<file path="config.mk">
export PLATFORM = sky130hd
export DESIGN_NAME = sio_port
export DESIGN_NICKNAME = d
export VERILOG_FILES = /design/src/rtl/sio_pkg.sv /design/src/rtl/sio_int_clk.sv /design/src/rtl/sio_edge_sync.sv /design/src/rtl/sio_shifter.sv /design/src/rtl/sio_port.sv
export SDC_FILE = /design/constraint.sdc
export NUM_CORES = 1
export LEC_CHECK = 0
export BUFFER_PORTS_ARGS = -buffer_cell sky130_fd_sc_hd__buf_2
export CORE_MARGIN = 10
export CORE_UTILIZATION = 53
export CTS_CLUSTER_DIAMETER = 120
export DETAILED_ROUTE_END_ITERATION = 8
export PLACE_DENSITY = 0.84
export SETUP_SLACK_MARGIN = 0.2
export SYNTH_ARGS = -nofsm -noshare
export SYNTH_HDL_FRONTEND = slang
export SYNTH_SLANG_ARGS = --single-unit
</file>
<file path="constraint.sdc">
create_clock -name clk -period 1.6 [get_ports clk]
set_clock_uncertainty 0.15 [all_clocks]
set_input_delay 0.24 -clock clk [delete_from_list [all_inputs] [get_ports clk]]
set_output_delay 0.24 -clock clk [all_outputs]
set_load 0.01 [all_outputs]
</file>
<file path="src/rtl/sio_pkg.sv">
package sio_pkg;
  localparam int unsigned REG_W    = 8;
  localparam int unsigned CTL_EXT  = 0;
  localparam int unsigned CTL_MSB  = 5;
  localparam int unsigned CTL_FLAG = 7;

  typedef enum logic {
    SEL_DATA = 1'b0,
    SEL_CTRL = 1'b1
  } reg_sel_e;
endpackage

</file>
<file path="src/rtl/sio_int_clk.sv">
module sio_int_clk #(
  parameter int unsigned HALF = 2
) (
  input  logic clk,
  input  logic rst_n,
  input  logic load,
  input  logic run,
  output logic sclk,
  output logic rise,
  output logic fall
);
  localparam int unsigned TW = (HALF > 1) ? $clog2(HALF) : 1;
  localparam logic [TW-1:0] TOP = TW'(HALF - 1);

  logic [TW-1:0] tmr_q, tmr_d;
  logic          sclk_q, sclk_d;
  logic          tick;

  assign tick = run && (tmr_q == TOP);
  assign rise = tick && !sclk_q;
  assign fall = tick && sclk_q;
  assign sclk = sclk_q;

  always_comb begin
    tmr_d  = tmr_q;
    sclk_d = sclk_q;
    if (load) begin
      tmr_d  = '0;
      sclk_d = 1'b1;
    end else if (tick) begin
      tmr_d  = '0;
      sclk_d = !sclk_q;
    end else if (run) begin
      tmr_d  = tmr_q + 1'b1;
    end
  end

  always_ff @(posedge clk or negedge rst_n) begin
    if (!rst_n) begin
      tmr_q  <= '0;
      sclk_q <= 1'b1;
    end else if (load || run) begin
      tmr_q  <= tmr_d;
      sclk_q <= sclk_d;
    end
  end

  // an idle internal clock rests high
  p_idle_high_r4: assert property (@(posedge clk) disable iff (!rst_n)
    !run |-> sclk_q);
endmodule

</file>
<file path="src/rtl/sio_edge_sync.sv">
module sio_edge_sync #(
  parameter int unsigned STAGES = 2
) (
  input  logic clk,
  input  logic rst_n,
  input  logic pin,
  output logic rise,
  output logic fall
);
  logic [STAGES:0] chain_q;

  always_ff @(posedge clk or negedge rst_n) begin
    if (!rst_n) chain_q <= '1;
    else        chain_q <= {chain_q[STAGES-1:0], pin};
  end

  assign rise = chain_q[STAGES-1] && !chain_q[STAGES];
  assign fall = !chain_q[STAGES-1] && chain_q[STAGES];
endmodule

</file>
<file path="src/rtl/sio_shifter.sv">
module sio_shifter #(
  parameter int unsigned W = 8
) (
  input  logic         clk,
  input  logic         rst_n,
  input  logic         load,
  input  logic [W-1:0] load_data,
  input  logic         msb_first,
  input  logic         rise,
  input  logic         fall,
  input  logic         sin,
  output logic [W-1:0] shreg,
  output logic         sout,
  output logic         active,
  output logic         done
);
  localparam int unsigned CW = $clog2(W);
  localparam logic [CW-1:0] ARM = CW'(W - 1);

  logic [W-1:0]  sh_q, sh_d;
  logic [CW-1:0] cnt_q, cnt_d;
  logic          act_q, act_d;
  logic          out_q, out_d;
  logic          en;

  always_comb begin
    sh_d  = sh_q;
    cnt_d = cnt_q;
    act_d = act_q;
    out_d = out_q;
    done  = 1'b0;
    if (load) begin
      sh_d  = load_data;
      cnt_d = ARM;
      act_d = 1'b1;
    end else begin
      if (fall) out_d = msb_first ? sh_q[W-1] : sh_q[0];
      if (rise) begin
        sh_d = msb_first ? {sh_q[W-2:0], sin} : {sin, sh_q[W-1:1]};
        if (act_q) begin
          if (cnt_q == '0) begin
            act_d = 1'b0;
            done  = 1'b1;
          end else begin
            cnt_d = cnt_q - 1'b1;
          end
        end
      end
    end
  end

  assign en = load || rise || fall;

  always_ff @(posedge clk or negedge rst_n) begin
    if (!rst_n) begin
      sh_q  <= '0;
      cnt_q <= '0;
      act_q <= 1'b0;
      out_q <= 1'b1;
    end else if (en) begin
      sh_q  <= sh_d;
      cnt_q <= cnt_d;
      act_q <= act_d;
      out_q <= out_d;
    end
  end

  assign shreg  = sh_q;
  assign sout   = out_q;
  assign active = act_q;

  // a load leaves the byte in place and the counter armed
  p_load_arms_r1: assert property (@(posedge clk) disable iff (!rst_n)
    load |=> (act_q && cnt_q == ARM && sh_q == $past(load_data)));
endmodule

</file>
<file path="src/rtl/sio_port.sv">
module sio_port
  import sio_pkg::*;
#(
  parameter int unsigned HALF = 2
) (
  input  logic             clk,
  input  logic             rst_n,
  input  logic             cpu_we,
  input  logic             cpu_addr,
  input  logic [REG_W-1:0] cpu_wdata,
  output logic [REG_W-1:0] cpu_rdata,
  input  logic             sclk_in,
  output logic             sclk_out,
  output logic             sclk_oe,
  input  logic             sin,
  output logic             sout,
  output logic             sout_oe,
  output logic             irq
);
  logic rs1_q, rs2_q, rst_s_n;

  always_ff @(posedge clk or negedge rst_n) begin
    if (!rst_n) begin
      rs1_q <= 1'b0;
      rs2_q <= 1'b0;
    end else begin
      rs1_q <= 1'b1;
      rs2_q <= rs1_q;
    end
  end
  assign rst_s_n = rs2_q;

  logic data_we, ctrl_we;
  assign data_we = cpu_we && (reg_sel_e'(cpu_addr) == SEL_DATA);
  assign ctrl_we = cpu_we && (reg_sel_e'(cpu_addr) == SEL_CTRL);

  logic ext_req_q, msb_q, flag_q, src_ext_q;
  logic ext_req_d, msb_d, flag_d, src_ext_d;
  logic active, done;
  logic int_rise, int_fall, ext_rise, ext_fall, rise, fall;
  logic [REG_W-1:0] shreg;

  sio_int_clk #(.HALF(HALF)) u_clk (
    .clk   (clk),
    .rst_n (rst_s_n),
    .load  (data_we),
    .run   (active && !src_ext_q),
    .sclk  (sclk_out),
    .rise  (int_rise),
    .fall  (int_fall)
  );

  sio_edge_sync #(.STAGES(2)) u_sync (
    .clk   (clk),
    .rst_n (rst_s_n),
    .pin   (sclk_in),
    .rise  (ext_rise),
    .fall  (ext_fall)
  );

  assign rise = src_ext_q ? ext_rise : int_rise;
  assign fall = src_ext_q ? ext_fall : int_fall;

  sio_shifter #(.W(REG_W)) u_shift (
    .clk       (clk),
    .rst_n     (rst_s_n),
    .load      (data_we),
    .load_data (cpu_wdata),
    .msb_first (msb_q),
    .rise      (rise),
    .fall      (fall),
    .sin       (sin),
    .shreg     (shreg),
    .sout      (sout),
    .active    (active),
    .done      (done)
  );

  always_comb begin
    ext_req_d = ext_req_q;
    msb_d     = msb_q;
    flag_d    = flag_q;
    src_ext_d = src_ext_q;
    if (ctrl_we) begin
      ext_req_d = cpu_wdata[CTL_EXT];
      msb_d     = cpu_wdata[CTL_MSB];
      if (!cpu_wdata[CTL_FLAG]) flag_d = 1'b0;
    end
    if (done) flag_d = 1'b1;
    if (data_we || !active) src_ext_d = ext_req_q;
  end

  always_ff @(posedge clk or negedge rst_s_n) begin
    if (!rst_s_n) begin
      ext_req_q <= 1'b0;
      msb_q     <= 1'b0;
    end else if (ctrl_we) begin
      ext_req_q <= ext_req_d;
      msb_q     <= msb_d;
    end
  end

  always_ff @(posedge clk or negedge rst_s_n) begin
    if (!rst_s_n) flag_q <= 1'b0;
    else if (ctrl_we || done) flag_q <= flag_d;
  end

  always_ff @(posedge clk or negedge rst_s_n) begin
    if (!rst_s_n) src_ext_q <= 1'b0;
    else if (data_we || !active) src_ext_q <= src_ext_d;
  end

  always_comb begin
    cpu_rdata = shreg;
    if (reg_sel_e'(cpu_addr) == SEL_CTRL) begin
      cpu_rdata           = '0;
      cpu_rdata[CTL_EXT]  = ext_req_q;
      cpu_rdata[CTL_MSB]  = msb_q;
      cpu_rdata[CTL_FLAG] = flag_q;
    end
  end

  assign sclk_oe = !src_ext_q;
  assign sout_oe = src_ext_q || active;
  assign irq     = flag_q;

  // the flag survives every cycle that lacks a clearing control write
  p_flag_sticky_r7: assert property (@(posedge clk) disable iff (!rst_s_n)
    (flag_q && !(ctrl_we && !cpu_wdata[CTL_FLAG])) |=> flag_q);

  // clock source frozen while a transfer runs
  p_src_hold_r8: assert property (@(posedge clk) disable iff (!rst_s_n)
    (active && !data_we) |=> $stable(src_ext_q));

  // completion in any mode raises the request one edge later
  p_done_flag_r6: assert property (@(posedge clk) disable iff (!rst_s_n)
    done |=> flag_q);

  // an internal transfer ends with the clock high
  p_end_high_r4: assert property (@(posedge clk) disable iff (!rst_s_n)
    ($fell(active) && !src_ext_q) |-> sclk_out);
endmodule

</file>
[After elaboration in Yosys (flattened, before gate mapping)]
Index checks and enable logic that the tools add are counted.
Storage, ports and cells
  register bits after elaboration: 24
  latch bits: 0
  bits in writable memories: 0
  bits in read-only memories: 0
  input port bits: 14
  output and inout port bits: 13
  word-level logic and storage cells: 77
  memories: 0
Operators by class
  add/sub/neg operators: 2
  $mul: 0
  div/mod/pow operators: 0
  $lt $le $gt $ge: 0
  equality and inequality tests: 2
  shift-type cells: 0
  muxes and demuxes: 27
  bitwise operators: 2
  reduce and logical (&&, ||, !) cells: 31
Operators by type and width (count)
  $mux 8: 4
  $mux 1: 19
  $mux 3: 4
  $logic_and 1x1->1: 8
  $reduce_bool 2->1: 4
  $logic_or 1x1->1: 6
  $reduce_and 2->1: 3
  $reduce_and 3->1: 2
  $logic_not 1->1: 5
  $reduce_and 4->1: 1
  $logic_not 3->1: 1
  $reduce_bool 3->1: 1
  $sub 3x1->3 const B: 1
  $ne 2x1->1 const B: 1
  $ne 2x2->1 const B: 1
  $not 1->1: 2
  $add 1x1->1 const B: 1

[Depth between registers and ports, before layout]
Gate-level depths: netlist of the first run.
  word-level depth: 9
  depth in mapped cells: 5
  mapped depth without buffers: 5

[By module]
Synthesis of the first run repeated with hierarchy kept, for this count alone.
Unflattened totals
  cells, all modules: 117
  area, all modules: 1282.5 sq um
By module, submodules not included
  sio_shifter: times used 1, cells each 73, area an instance 748.2 sq um, sequential area each 326.6 sq um
  sio_port: times used 1, cells each 30, area an instance 341.6 sq um, sequential area each 150.1 sq um
  sio_int_clk: times used 1, cells each 9, area an instance 98.8 sq um, sequential area each 51.3 sq um
  sio_edge_sync: times used 1, cells each 5, area an instance 93.8 sq um, sequential area each 78.8 sq um

[Worst setup path after synthesis of the first run]
OpenSTA, ideal clock, no wires.
  path kind: register -> register
  from: register u_shift.cnt_q[0]
  to: register u_shift.cnt_q[1]
  setup time: 0.128 ns
  arrival time: 1.302 ns
  required time: 1.322 ns
  slack: 0.021 ns
  cell stages (with the launch flop): 6
  buffers on the path: 0
  period minus slack after synthesis: 1.579 ns
  cells stage by stage: dfrtp_1 -> inv_1 -> ha_1 -> nor2b_1 -> a211oi_2 -> mux2_1
Between the ends
  cells in the longest elaborated chain, start to end: 5
  elaborated cells between the ends (all ways): 8
  those cells by class: add/sub: 1; eq/ne: 1; mux: 4; reduce/logical: 2
Ends and longest elaborated chain
  from (decl): line sio_shifter.sv:21  | logic [CW-1:0] cnt_q, cnt_d;
  from (signal assigned): line sio_shifter.sv:62  | cnt_q <= cnt_d;
  $sub 3x1->3: line sio_shifter.sv:45  | cnt_d = cnt_q - 1'b1;
  $mux 3: line sio_shifter.sv:41  | if (cnt_q == '0) begin
  $mux 3: line sio_shifter.sv:40  | if (act_q) begin
  $mux 3: line sio_shifter.sv:38  | if (rise) begin
  $mux 3: line sio_shifter.sv:32  | if (load) begin
Several ways; a longest one is shown, not always the timed one. The select of a mux whose other input is x is not followed.
A chain may end at the register's enable or synchronous reset.

[Worst setup path after layout of the first run]
  from: register u_sync.chain_q[1]
  to: register u_shift.sh_q[4], in the netlist u_shift.shreg[4]
Between the ends
  cells in the longest elaborated chain, start to end: 5
  elaborated cells between the ends (all ways): 9
  those cells by class: mux: 2; reduce/logical: 7
Ends and longest elaborated chain
  from (decl): line sio_edge_sync.sv:10  | logic [STAGES:0] chain_q;
  from (signal assigned): line sio_edge_sync.sv:14  | else chain_q <= {chain_q[STAGES-1:0], pin};
  $logic_and 1x1->1 / $logic_not 1->1 (equally long branches): line sio_edge_sync.sv:17, sio_edge_sync.sv:18
  $mux 1 / $logic_and 1x1->1 (equally long branches): line sio_port.sv:61, sio_edge_sync.sv:18
  $logic_or 1x1->1 / $mux 1 (equally long branches): line sio_shifter.sv:52, sio_port.sv:62
  $logic_or 1x1->1: line sio_shifter.sv:52  | assign en = load || rise || fall;
  $reduce_and 2->1 (no source line) *
  to (signal assigned): line sio_shifter.sv:56  | sh_q <= '0;
  to (signal assigned): line sio_shifter.sv:61  | sh_q <= sh_d;
  to (decl): line sio_shifter.sv:20  | logic [W-1:0] sh_q, sh_d;
Mark *: on every way between the ends. The rest lies on a longest branch, timed or not.

==> results of run 1 <==
power by group through the flow:
stage	Sequential (W)	Clock [W]	Combinational, W
2_1_floorplan	0.000907	0	0.000536
4_1_cts	0.000901	0.000455	0.00112
3_5_place_dp	0.000953	0	0.000723
5_1_grt	0.000935	0.000483	0.00151
3_3_place_gp	0.000937	0	0.000695
6_report	0.000924	0.000449	0.00142
worst paths after layout:
check	start	end
max	u_sync.chain_q[1]	u_shift.shreg[4]
min reg2reg	rs2_q	src_ext_q
max reg2reg	u_sync.chain_q[1]	u_shift.shreg[4]
min in group clk	sin	u_shift.shreg[0]
min	rst_n	rs1_q
max in group asynchronous	rs2_q	u_clk.sclk
per-layer routing:
metal / up-vias / wire length [um]
met5: - / 0
met2: 50 / 2440
met4: 0 / 79
met3: 6 / 265
met1: 666 / 1810
li1: 604 / -
cell usage in the layout (no fill, tap or decap), types with 2 or more instances in the layout:
cell / netlist / layout
buf_4: 0 / 29
buf_2: 5 / 18
buf_6: 2 / 16
nand2_1: 14 / 14
dfrtp_1: 19 / 14
nor2b_1: 15 / 10
dlygate4sd3_1: 0 / 10
o31ai_1: 9 / 9
a221oi_2: 0 / 6
nor2_1: 5 / 5
dfrtp_2: 0 / 5
dfstp_2: 5 / 5
mux2_4: 0 / 4
nor2b_4: 0 / 4
nor3_2: 0 / 4
o21ai_0: 5 / 4
inv_2: 0 / 3
mux2_2: 7 / 3
nor3_4: 0 / 3
clkbuf_4: 0 / 3
and3b_2: 0 / 2
a21oi_2: 0 / 2
mux2i_1: 2 / 2
critical path: stages, from the launching register on:
cell and delay (ns):
dfstp_2 0.59, buf_6 0.10, and3b_2 0.32, nor3_4 0.05, o31ai_1 0.31
per-stage QoR:
stage	hold WS, ns	util (%)
6_report	0.0432	88.9
5_1_grt	0.0312	88.9
4_1_cts	0.0309	80.8
3_5_place_dp	-0.123	62.2
3_3_place_gp	-0.127	62.2
2_1_floorplan	-0.206	-
what timing repair did:
item	in CTS	in global routing
setup endpoints to repair	27	28
buffers inserted	22	4
pin swaps	8	4
hold buffers	10	0
hold endpoints to repair	12	0
resized for setup	31	40
gates cloned	2	1
cells by family (layout without fill, tap and decap cells):
| family | count (synthesis) | count (layout) | synth area share [%] |
|---|---|---|---|
| AOI/OAI and AO/OA | 28 | 28 | 15.6 |
| adders and majority gates | 2 | 2 | 1.87 |
| buffers and inverters | 14 | 81 | 5.52 |
| DFF | 24 | 24 | 45.4 |
| muxes | 10 | 10 | 8.24 |
| other | 1 | 1 | 0.281 |
| and+or+nand+nor | 51 | 52 | 23.0 |
final cells by class:
class,instances,share of cell area [%]
multi-input combinational,93,39.5
sequential,24,28.4
timing repair buffer,73,27.2
tap,30,1.74
clock inverter,1,1.39
clock buffer,3,1.04
inverter,4,0.810
==> metrics.cfg, run 1 <==
[synth]
syn_area_per_cell_sq_um = 10.3
yosysWarningCount = 0
yosys-top-cells-count = dfrtp_1, nor2b_1, nand2_1
synth-edff-count = 0
ys_seq_area_share_pct = 45.4
synthArstFlopShare_pct = 100
syn_nets = 146
ys_top_cells_by_area = dfrtp_1, dfstp_2, nor2b_1
synthCells = 130
ys_types = 32
syn_area_sq_um = 1340
ys.flop_type = dfrtp_1
synth-seq-cells = 24
synth_top_area_share_pct = 35.6
synth.most_common_cell = dfrtp_1
synth_top_area_cell = dfrtp_1

[grt]
grt_pass1_vias = 1365
grtUsageMet3_pct = 5.23
gr-usage-met2_pct = 28.7
grt_start_max_net_pins = 23
grt_pass1_wl_mm = 6.53
antenna_found_initial = 0
met1_usage_pct = 16.7
grtUsageTotal_pct = 16.2
overflow = 0
grt.busiest_layer = met2

[routing]
final_antenna_net_count = 0
drt_pass1_iterations = 4
drt-total-wl_mm = 4.60
viasPerCell = 5.82
drc = 0
vias = 1326
post_drt_wl_per_cell_um = 20.2
drt_iter0_drc = 108

[sta]
grt_setup_unrepaired = yes
tns_ns = -0.0659
setup_viol = 3
hold_violations = 0
timing.fmax_ghz = 0.608
fin_crit_sh_pct = 103
final-max-slew-violation-count = 0
period_minus_slack_ns = 1.64
setup_ws_ns = -0.0438

[final_layout]
final_cell_count_no_fill = 228
largest_reg_flops = 8
nFillCells = 109
multi_input_area_sq_um = 853
fin_nets = 215
syn_to_final_growth_pct = 61.8
seqCellArea_sq_um = 613
stdcell_area_sq_um = 2160
drive_above_1_share_pct = 59.1
antenna_cells = 0

[clocking]
clock_latency_ns = 0.33
cts_num_sinks = 24
cts_max_level = 1
cts_buffers = 3
clk_pin_slew_ns = 0.14
cts_tree = yes
cts_root_buffer = clkbuf_4
clockBufferDepth = 2

[floorplan]
start_util_pct = 54.9
die-area_sq_um = 4930
rows = 18
die_w_um = 70.2
die_h_um = 70.2
io_pins = 27
core_sq_um = 2430

[status]
violations = setup timing
outcome = finished, violations left

[power]
switching_share_pct = 34.5
share_seq_of_total_power_pct = 33.1
p_per_area_nw_per_um2 = 1290
intPower_w = 0.00183
power.share.clock_pct = 16.1
p_comb_share_pct = 50.9
power_switching_w = 0.000965
leakage_nw = 0.960
fin_total_pwr_w = 0.00280
ir_drop_v = 0.00116

[critical_path]
crit_fanout = 5
reg2reg_depth = 4
critPathLaunchType = flip-flop
worstSetupPathType = reg -> reg
endpoint_kind = flip-flop
rrSetupSlack_ns = -0.04
arrival_ns = 1.71
cp.required_ns = 1.67

[placed_design]
place_hpwl_mm = 2.38
place_area_sq_um = 1510
gp_congestion = 0.818
place_ws_ns = 0.00000999
placedCellCount = 185
numPortBuffers = 26

[job]
max_cap_violations = 0

[worst_hold_path]
hp-class = in -> async

Note: power is estimated with default switching activity, not from simulation.
==> run 2: changes to the inputs <==
clock period = 1.7 ns   (was 1.6 ns; I/O delays follow)
==> run 2 against run 1 <==
Against the previous run: the flow now finishes without violations; sequential share of layout area is 4.3 points higher; utilization is 12 points lower; fmax is 0.70% higher; cell count is 7.9% lower; highest routed layer unchanged.
==> metrics.cfg, run 2 (synthesis gave the netlist of run 1 again) <==
[status]
outcome = finished clean

[power]
p_per_area_nw_per_um2 = 1170
ir_drop_v = 0.000934
leakage_nw = 0.837

[critical_path]
rrSetupSlack_ns = 0.07
worstSetupPathType = reg -> reg
crit_fanout = 5
crit_family = flip-flops
reg2reg_from = u_sync.chain_q[1]
crit_path_top_delay_cell = dfstp_2
slowest_delay_ns = 0.59
r2r-end = u_shift.shreg[5]
crit_start = u_sync.chain_q[1]
critPathBufInv = 1
reg2reg_depth = 4
endpoint_kind = flip-flop
arrival_ns = 1.68
cp.required_ns = 1.75
path_cells = buf_4 -> and3b_2 -> nor3_1 -> o31ai_1
critPathLaunchType = flip-flop

[grt]
grtUsageMet3_pct = 4.38
antenna_found_initial = 0
met1_usage_pct = 15.6
overflow = 0
grt_pass1_vias = 1207
grt_pass1_wl_mm = 5.70
grt_start_max_net_pins = 17
grtUsageTotal_pct = 13.9
grt.busiest_layer = met2
gr-usage-met2_pct = 23.7

[sta]
period_minus_slack_ns = 1.63
setup_viol = 0
relSlewSlack_pct = 66.3
final-max-slew-violation-count = 0
grt_setup_unrepaired = yes
tightest_slew_ns = 0.506
fin_crit_sh_pct = 96.0
setup_ws_ns = 0.0676
tns_ns = 0
timing.fmax_ghz = 0.613
hold_violations = 0

[clocking]
cts_buffers = 3
cts_num_sinks = 24
cts_max_level = 1
clock_latency_ns = 0.31
clockBufferDepth = 2
cts_root_buffer = clkbuf_4
clk_pin_slew_ns = 0.13
cts_tree = yes

[placed_design]
gp_congestion = 0.817
place_ws_ns = 0.0661
place_hpwl_mm = 2.22
numPortBuffers = 26
place_area_sq_um = 1500

[routing]
drt-total-wl_mm = 3.85
vias = 1210
drc = 0
post_drt_wl_per_cell_um = 18.3
drt_iter0_drc = 125
viasPerCell = 5.76
drt_pass1_iterations = 4
final_antenna_net_count = 0

[worst_hold_path]
min_path_cells = 3
holdPathEnd = u_shift.shreg[0]
hp-class = in -> reg
min-delay-start = cpu_wdata[0]

[floorplan]
io_pins = 27
die_h_um = 70.2
rows = 18
die-area_sq_um = 4930
die_w_um = 70.2
core_sq_um = 2430
start_util_pct = 54.9

[final_layout]
fin_nets = 197
largest_reg_flops = 8
fin_util_pct = 76.9
final_common_cell = buf_2
syn_to_final_growth_pct = 40.0
mostFrequentLayoutCells = buf_2, buf_4, dfrtp_1
nFillCells = 169
stdcell_area_sq_um = 1870
drive_above_1_share_pct = 49.4
antenna_cells = 0

[job]
max_cap_violations = 0

-- run 2: report_power, final --
| part | leakage, nW | internal [W] | switching [W] | total, W |
|---|---|---|---|---|
| clock | 0.0210 | 0.000131 | 0.000165 | 0.000296 |
| sequential | 0.269 | 0.000736 | 0.000151 | 0.000887 |
| combinational | 0.548 | 0.000549 | 0.000453 | 0.00100 |
-- run 2: final cells by class --
| type | count | area (sq um) | area share, % |
|---|---|---|---|
| clock buffers | 4 | 36.3 | 1.94 |
| inverters | 4 | 17.5 | 0.936 |
| multi-input cells | 93 | 779 | 41.7 |
| flip-flops and latches | 24 | 611 | 32.6 |
| well taps | 30 | 37.5 | 2.01 |
| repair buffers | 55 | 389 | 20.8 |
-- run 2: worst max-delay path by stage --
stage                       end  cells past startpoint
2_1_floorplan  u_shift.cnt_q[1]                      3
3_3_place_gp   u_shift.cnt_q[1]                      5
3_5_place_dp   u_shift.shreg[1]                      3
4_1_cts        u_shift.cnt_q[1]                      3
5_1_grt        u_shift.shreg[5]                      4
6_report       u_shift.shreg[5]                      4
-- run 2: through the flow --
| step | power (W) | hold slack (ns) | instances |
|---|---|---|---|
| floorplan | 0.00135 | -0.191 | 130 |
| global placement | 0.00152 | -0.108 | 183 |
| detailed placement | 0.00155 | -0.109 | 183 |
| CTS | 0.00199 | 0.000881 | 200 |
| global route | 0.00234 | 0.0101 | 210 |
| finish | 0.00218 | 0.00710 | 210 |
-- run 2: routing by layer --
layer / vias up / part of all wire (%)
li1: 568 / -
met1: 572 / 39
met2: 59 / 51
met3: 11 / 7.9
met4: 0 / 2.5
met5: - / 0
-- run 2: what timing repair did --
| item | CTS | global route |
|---|---|---|
| hold endpoints to repair | 7 | 0 |
| gates cloned | 0 | 1 |
| hold buffers | 6 | 0 |
| setup endpoints to repair | 16 | 20 |
| resized for setup | 19 | 16 |
| setup buffers | 7 | 9 |
| pin swaps | 1 | 5 |
-- run 2: worst register-to-register path, cell delays in order (launching register included) --
cell and delay (ns):
dfstp_2 0.59, buf_4 0.13, and3b_2 0.25, nor3_1 0.07, o31ai_1 0.33
==> run 3: changes to the inputs <==
CORE_UTILIZATION = 34   (was 53)
PLACE_DENSITY = 0.61   (was 0.84)
==> run 3 against run 2 <==
Against the previous run: count of clock-buffer cells in the layout shrank 1; register-to-register slack gained 0.07 ns; sequential power shrank 2%; via count shrank 4.5%; utilization shrank 28 points; clock power grew 70%; critical path depth grew 1; fmax grew 4.5%; die area grew 39%; cell count grew 7.6%; worst setup slack gained 0.070 ns; total power grew 2.5%; critical endpoint is now u_shift.cnt_q[1]; largest cell class unchanged.
==> metrics.cfg, run 3 (synthesis gave the netlist of run 1 again) <==
[power]
fin_total_pwr_w = 0.00224
ir_drop_v = 0.000603
p_per_area_nw_per_um2 = 1210
leakage_nw = 0.824

[sta]
fin_crit_sh_pct = 91.9
timing.fmax_ghz = 0.640
final-max-slew-violation-count = 0
setup_ws_ns = 0.138
hold_violations = 0
tns_ns = 0
period_minus_slack_ns = 1.56
grt_setup_unrepaired = yes
setup_viol = 0

[routing]
post_drt_wl_per_cell_um = 15.1
viasPerCell = 5.11
drt_iter0_drc = 111
drt-total-wl_mm = 3.42
drt_pass1_iterations = 4
drc = 0
vias = 1155
final_antenna_net_count = 0

[floorplan]
die_h_um = 82.7
io_pins = 27
die-area_sq_um = 6840
core_sq_um = 3740
die_w_um = 82.7
start_util_pct = 35.7
rows = 22

[critical_path]
cp.required_ns = 1.71
reg2reg_depth = 5
crit_path_top_delay_cell = dfrtp_1
crit_start = u_shift.cnt_q[0]
reg2reg_from = u_shift.cnt_q[0]
path_cells = inv_2 -> ha_2 -> nor2b_4 -> a211oi_4 -> mux2_4
endpoint_kind = flip-flop
r2r-end = u_shift.cnt_q[1]
arrival_ns = 1.57
slowest_delay_ns = 0.37
worstSetupPathType = reg -> reg
rrSetupSlack_ns = 0.14
critPathLaunchType = flip-flop
crit_fanout = 3

[clocking]
cts_max_level = 1
clock_latency_ns = 0.27
cts_root_buffer = clkbuf_8
clk_pin_slew_ns = 0.09
cts_num_sinks = 24
cts_buffers = 3
clockBufferDepth = 2
cts_tree = yes

[placed_design]
gp_congestion = 0.814
placedCellCount = 204
numPortBuffers = 26
place_hpwl_mm = 2.37
place_area_sq_um = 1540
place_ws_ns = 0.0896

[final_layout]
drive_above_1_share_pct = 48.9
syn_to_final_growth_pct = 38.3
antenna_cells = 0
final_cell_count_no_fill = 226
largest_reg_flops = 8
mostFrequentLayoutCells = buf_2, buf_4, dfrtp_1
multi_input_area_sq_um = 737
fin_nets = 195
seqCellArea_sq_um = 611
stdcell_area_sq_um = 1850
nFillCells = 365

[job]
max_cap_violations = 0

[grt]
overflow = 0
grt_pass1_wl_mm = 5.22
grtUsageTotal_pct = 9.70
grt_pass1_vias = 1118
antenna_found_initial = 0
grt_start_max_net_pins = 15

[status]
outcome = finished clean

[worst_hold_path]
min_path_cells = 3
hp-class = in -> reg
min-delay-start = cpu_wdata[2]
holdPathEnd = u_shift.shreg[2]

-- run 3: cell types whose count changed in the layout (fill, tap and decap cells not counted), sizes merged --
cell and change:
buf +2, bufinv +1, clkbuf -1, dlygate4sd3 -4
-- run 3: critical path, delay by kind of cell, from the launching register on --
| family | cells | cell delay [ns] |
|---|---|---|
| DFF | 1 | 0.37 |
| muxes | 1 | 0.32 |
| AOI/OAI and AO/OA | 1 | 0.25 |
| adders and majority gates | 1 | 0.18 |
| and+or+nand+nor | 1 | 0.13 |
| buffers and inverters | 1 | 0.05 |
-- run 3: report_power, final --
| part | switching [W] | internal [W] | total (W) |
|---|---|---|---|
| sequential | 0.000132 | 0.000737 | 0.000869 |
| clock | 0.000188 | 0.000315 | 0.000503 |
| combinational | 0.000386 | 0.000481 | 0.000866 |
| total | 0.000706 | 0.00153 | 0.00224 |
-- run 3: metrics by stage --
| stage | util (%) | hold WS [ns] |
|---|---|---|
| after global routing | 49.4 | 0.0280 |
| after floorplan | - | -0.191 |
| after global placement | 41.2 | -0.111 |
| final | 49.4 | 0.0346 |
| after detailed placement | 41.2 | -0.108 |
| after CTS | 46.8 | 0.0341 |
-- run 3: cell type report --
cell class | instances | area share [%]
inverters | 4 | 0.812
flip-flops and latches | 24 | 33.0
clock buffers | 3 | 2.23
clock inverters | 1 | 1.62
multi-input cells | 93 | 39.9
repair buffers | 53 | 19.2
well taps | 48 | 3.25
-- run 3: worst max-delay path by stage --
stage	slack, ns	end	cells after the start
3_3_place_gp	0.12	u_shift.cnt_q[1]	5
6_report	0.14	u_shift.cnt_q[1]	5
3_5_place_dp	0.09	u_shift.cnt_q[1]	3
4_1_cts	0.13	u_shift.cnt_q[1]	3
2_1_floorplan	0.15	u_shift.cnt_q[1]	3
5_1_grt	0.08	u_shift.cnt_q[1]	3
-- run 3: layer usage --
metal | track usage [%] | vias up | share of wire [%]
li1 | - | 563 | -
met1 | 11.3 | 558 | 41
met2 | 16.4 | 28 | 49
met3 | 3.02 | 6 | 8.2
met4 | 3.51 | 0 | 1.7
met5 | 0 | - | 0
-- run 3: repair_timing --
| action | in CTS | in global routing |
|---|---|---|
| cloned | 0 | 1 |
| setup buffers | 10 | 5 |
| endpoints found under the hold margin | 3 | 0 |
| hold buffers | 2 | 0 |
| pin swaps | 2 | 3 |
| resized for setup | 15 | 12 |
| endpoints found under the setup margin | 15 | 15 |
